==> src/rtl/prc_pkg.sv <==
package prc_pkg;
  localparam int ADDR_W = 32;
  localparam int MIN_CODE = 4;
  localparam int VALID_BIT = 4;
  localparam int EN_BIT = 0;
  localparam int CODE_LSB = 1;
  localparam int AP_LSB = 24;
  localparam logic [2:0] AP_FULL_RW = 3'b011;

  typedef enum logic [1:0] {
    SEL_RNR  = 2'd0,
    SEL_BASE = 2'd1,
    SEL_ATTR = 2'd2,
    SEL_NONE = 2'd3
  } cfg_sel_e;

  typedef struct packed {
    logic [ADDR_W-1:0] base;
    logic [4:0]        code;
    logic              en;
    logic [2:0]        ap;
  } region_t;
endpackage

==> src/rtl/prc_regfile.sv <==
module prc_regfile
  import prc_pkg::*;
#(
  parameter int NUM_REGIONS = 8
) (
  input  logic                          clk,
  input  logic                          rst_n,
  input  logic                          cfg_wr,
  input  logic [1:0]                    cfg_sel,
  input  logic [31:0]                   cfg_wdata,
  output region_t [NUM_REGIONS-1:0]     regions
);
  localparam int IDXW = $clog2(NUM_REGIONS);

  logic [IDXW-1:0]   rnr_q, rnr_d, tgt;
  logic              base_we, attr_we;
  logic [NUM_REGIONS-1:0] en_q;
  logic [ADDR_W-1:0] base_q [NUM_REGIONS];
  logic [4:0]        code_q [NUM_REGIONS];
  logic [2:0]        ap_q   [NUM_REGIONS];
  logic              unused_wdata;

  assign unused_wdata = ^cfg_wdata;

  // next-state decode of the register port
  always_comb begin
    rnr_d   = rnr_q;
    tgt     = rnr_q;
    base_we = 1'b0;
    attr_we = 1'b0;
    if (cfg_wr) begin
      case (cfg_sel_e'(cfg_sel))
        SEL_RNR:  rnr_d = cfg_wdata[IDXW-1:0];
        SEL_BASE: begin
          base_we = 1'b1;
          if (cfg_wdata[VALID_BIT]) begin
            tgt   = cfg_wdata[IDXW-1:0];
            rnr_d = cfg_wdata[IDXW-1:0];
          end
        end
        SEL_ATTR: attr_we = 1'b1;
        default:  ;
      endcase
    end
  end

  // control state: reset
  always_ff @(posedge clk or negedge rst_n) begin
    if (!rst_n) begin
      rnr_q <= '0;
      en_q  <= '0;
    end else begin
      rnr_q <= rnr_d;
      if (attr_we) en_q[tgt] <= cfg_wdata[EN_BIT];
    end
  end

  // data state: no reset, gated by the enable bit
  always_ff @(posedge clk) begin
    if (base_we) base_q[tgt] <= {cfg_wdata[ADDR_W-1:5], 5'b0};
    if (attr_we) begin
      code_q[tgt] <= cfg_wdata[CODE_LSB +: 5];
      ap_q[tgt]   <= cfg_wdata[AP_LSB +: 3];
    end
  end

  for (genvar g = 0; g < NUM_REGIONS; g++) begin : g_pack
    assign regions[g] = '{base: base_q[g], code: code_q[g], en: en_q[g], ap: ap_q[g]};
  end

  // an all-zero attribute word leaves the selected region disabled
  p_zero_attr_disables_r10: assert property (@(posedge clk) disable iff (!rst_n)
    (cfg_wr && cfg_sel == SEL_ATTR && cfg_wdata == 32'd0) |=> !en_q[$past(rnr_q)]);

  // a flagged base write moves the selection to its index field
  p_flagged_base_selects_r2: assert property (@(posedge clk) disable iff (!rst_n)
    (cfg_wr && cfg_sel == SEL_BASE && cfg_wdata[VALID_BIT])
      |=> rnr_q == $past(cfg_wdata[IDXW-1:0]));
endmodule

==> config.mk <==
export PLATFORM = sky130hd
export DESIGN_NAME = prc_regfile
export DESIGN_NICKNAME = d
export VERILOG_FILES = /design/src/rtl/prc_pkg.sv /design/src/rtl/prc_regfile.sv
export SDC_FILE = /design/constraint.sdc
export NUM_CORES = 1
export LEC_CHECK = 0
export ABC_AREA = 1
export BUFFER_PORTS_ARGS = -buffer_cell sky130_fd_sc_hd__buf_2
export CORE_AREA = 3 3 107 212
export DETAILED_ROUTE_END_ITERATION = 16
export DIE_AREA = 0 0 110 215
export PLACE_DENSITY = 0.73
export RECOVER_POWER = 100
export SYNTH_ARGS = -nofsm -noshare
export SYNTH_HDL_FRONTEND = slang
export SYNTH_SLANG_ARGS = --single-unit
==> constraint.sdc <==
create_clock -name clk -period 3 [get_ports clk]
set_input_delay 0.15 -clock clk [delete_from_list [all_inputs] [get_ports clk]]
set_output_delay 0.15 -clock clk [all_outputs]
set_load 0.05 [all_outputs]
==> flow_summary.yaml <==
clocking:
  cts_setup_buffers: 0
  cts-buffers-inserted: 23
  postCtsHoldBufs: 27
  clk_pin_slew_ns: 0.06
  clock_sinks: 291
  insertion_delay_ns: 0.50
  cts_buffer_depth: 3
  cts-root-buf: "clkbuf_16"
  tritoncts: "yes"
  htree_levels: 1
  cts_resized: 0
flow_run:
  drv_cap: 0
power:
  power_leakage_nw: 4.03
  p_sw_w: 0.00198
  power.share.clock: 0.354
  netSwitchingFraction: 0.238
  peakVddDrop_mv: 0.525
  combPwrFrac: 0.092
  p_int_w: 0.00634
  power_density_nw_per_um2: 692
  p_seq_frac: 0.554
placed_design:
  gp_congestion: 0.886
  preCtsSetupSlack_ns: 0.659
  dp_hpwl_um: 16100
  port_buffers: 324
  placed_area_um2: 11400
global_route:
  track_usage: 0.189
  gr-usage-met1: 0.200
  grt_pass1_vias: 5221
  busiest_layer: "met2"
  grt_pass1_wl_um: 32400
  grt.met3_usage: 0.0273
  antenna_found_initial: 0
  use_met2: 0.351
  grt_overflow: 0
  grt_max_degree: 28
synthesis:
  syn_area_um2: 9540
  yosysUniqueCellTypes: 21
  yosys.area.top_type_share: 0.881
  ys_async_sr_fraction: 0.0378
  postSynthAreaPerCell_um2: 21.3
  ys_seq_area_frac: 0.910
  ys_seq_elements: 291
  synth_cells: 448
  synth_top_cell_by_area: "edfxtp_1"
  synthTopCellsByArea: "edfxtp_1 88%, buf_4 3.1%, dfrtp_1 2.9%"
  synthFlopType: "edfxtp_1"
  yosysWarningCount: 0
  post-synth-top-count-cell: "edfxtp_1"
  synth_edf_count: 280
  netlist_top_cells_count: "280 x edfxtp_1, 47 x nand2_1, 40 x buf_4"
critical_path:
  critical_path.max_fanout: 27
  critPathRequiredTime_ns: 3.12
  worst_setup_path_end_kind: "register"
  path_cells: "dlygate4sd3_1 > clkbuf_1 > inv_1 > nand3_2 > buf_4 > nand2_1 > nand2_1 > nor2_4 > nand2_1 > nor2_4 > clkbuf_2"
  cp.arrival_ns: 2.55
  cp_slowest_cell: "clkbuf_2"
  cp-start-kind: "primary input"
  cp_common_cell: "nand2_1"
  critPathMaxStageDelay_ns: 0.74
  path_class: "primary input to register"
cells_and_area:
  fin_nets: 864
  fill_cells: 1770
  multi_input_area_um2: 649
  diodes: 0
  area_growth_pct: 26.0
  seq_area_um2: 8680
  design_area_um2: 12000
  drive_gt1_frac: 0.0748
floorplanning:
  coreArea_um2: 21100
  die_h_um: 215
  initial_core_util: 0.452
  rows: 75
  pin_count: 365
  die-area_um2: 23700
  die_x_um: 110
route:
  vias_per_cell: 4.72
  totalWireLength_um: 23100
  drc: 0
  wl_per_cell_um: 20.8
  drt-initial-drc-count: 272
  final_antenna_net_count: 0
  num_vias: 5246
  drtPass1Iterations: 4
sta:
  skew_ns: 0.00618
  tightest_slew_ns: 0.964
  fmax_ghz: 0.411
  fin_tns_setup_ns: 0
  finalSetupViolCount: 0
  slew_viol_final: 0
  rsz0062_at_grt: "no"
  layout_setup_ws_ns: 0.569
  post-route-period-util: 0.810
  hold_viol: 0
  min_period_ns: 2.43
  slew_headroom: 0.357
min_path:
  min_path_type: "primary input to register"
outcome:
  status: "complete, no violations"
-- cell usage in the layout (no fill, tap or decap), types with 4 or more instances in the layout --
cell type      instances
buf_4                  6
clkbuf_1             325
clkbuf_16             23
clkinv_2               5
conb_1                40
dfrtp_1               11
dlygate4sd3_1         27
edfxtp_1             280
inv_1                 17
nand2_1               47
nand3_1                8
nand4_1                8
nor2_1                 5
nor2_4                11
o21ai_0                4
-- through the flow --
stage	power, W	utilization	instances	hold slack [ns]
finish	0.00832	0.569	1111	0.0959
global route	0.00860	0.569	1111	0.110
CTS	0.00841	0.589	1111	0.00500
detailed placement	0.00546	0.542	1044	0.0373
global placement	0.00544	0.542	1044	0.0361
floorplan	0.00527	-	487	-0.146
-- per-layer routing --
layer  vias to the layer above  routed length, µm
met5                         -                  0
met4                         0               1160
met3                        66               1610
met2                       283              12700
met1                      2556               7580
li1                       2341                  -
-- sequential cells by signal, indices dropped and copies added (netlist names) --
name    count
rnr_q       3
code_q     40
ap_q       24
en_q        8
base_q    216
-- final timing paths --
check,from,end,slack (ns),depth (start not counted)
max,cfg_sel[1],base_q[3][19],0.57,11
min,cfg_sel[0],rnr_q[0],0.1,4
max reg2reg,rnr_q[0],base_q[3][19],0.67,7
min reg2reg,en_q[5],en_q[5],0.49,2
max in group asynchronous,rst_n,en_q[7],2.38,2
min in group asynchronous,rst_n,en_q[5],0.20,2
-- power groups by stage --
stage | clock [W] | combinational (W) | sequential [W]
CTS | 0.00301 | 0.000799 | 0.00460
global route | 0.00319 | 0.000807 | 0.00461
global placement | 0 | 0.000759 | 0.00469
floorplan | 0 | 0.000287 | 0.00498
finish | 0.00295 | 0.000763 | 0.00461
detailed placement | 0 | 0.000772 | 0.00469
-- final cells by class --
| class | count | share of cell area |
|---|---|---|
| Clock buffer | 27 | 0.0491 |
| Clock inverter | 13 | 0.0120 |
| Inverter | 18 | 0.00562 |
| Multi-Input combinational cell | 133 | 0.0540 |
| Sequential cell | 291 | 0.722 |
| Tap cell | 269 | 0.0280 |
| Timing Repair Buffer | 360 | 0.129 |
-- worst max-delay path: cells and delay by family --
kind | cells | cell delay, ns
buffers and inverters | 5 | 1.71
and+or+nand+nor | 6 | 0.67
-- logic make-up after synthesis --
kind of cell,Yosys count,synth area share
AO/OA/AOI/OAI,8,0.00433
other,1,0.000393
flip-flops,291,0.910
AND/OR/NAND/NOR,85,0.0425
buffers and inverters,63,0.0425
Note: power is estimated with default switching activity, not from simulation.
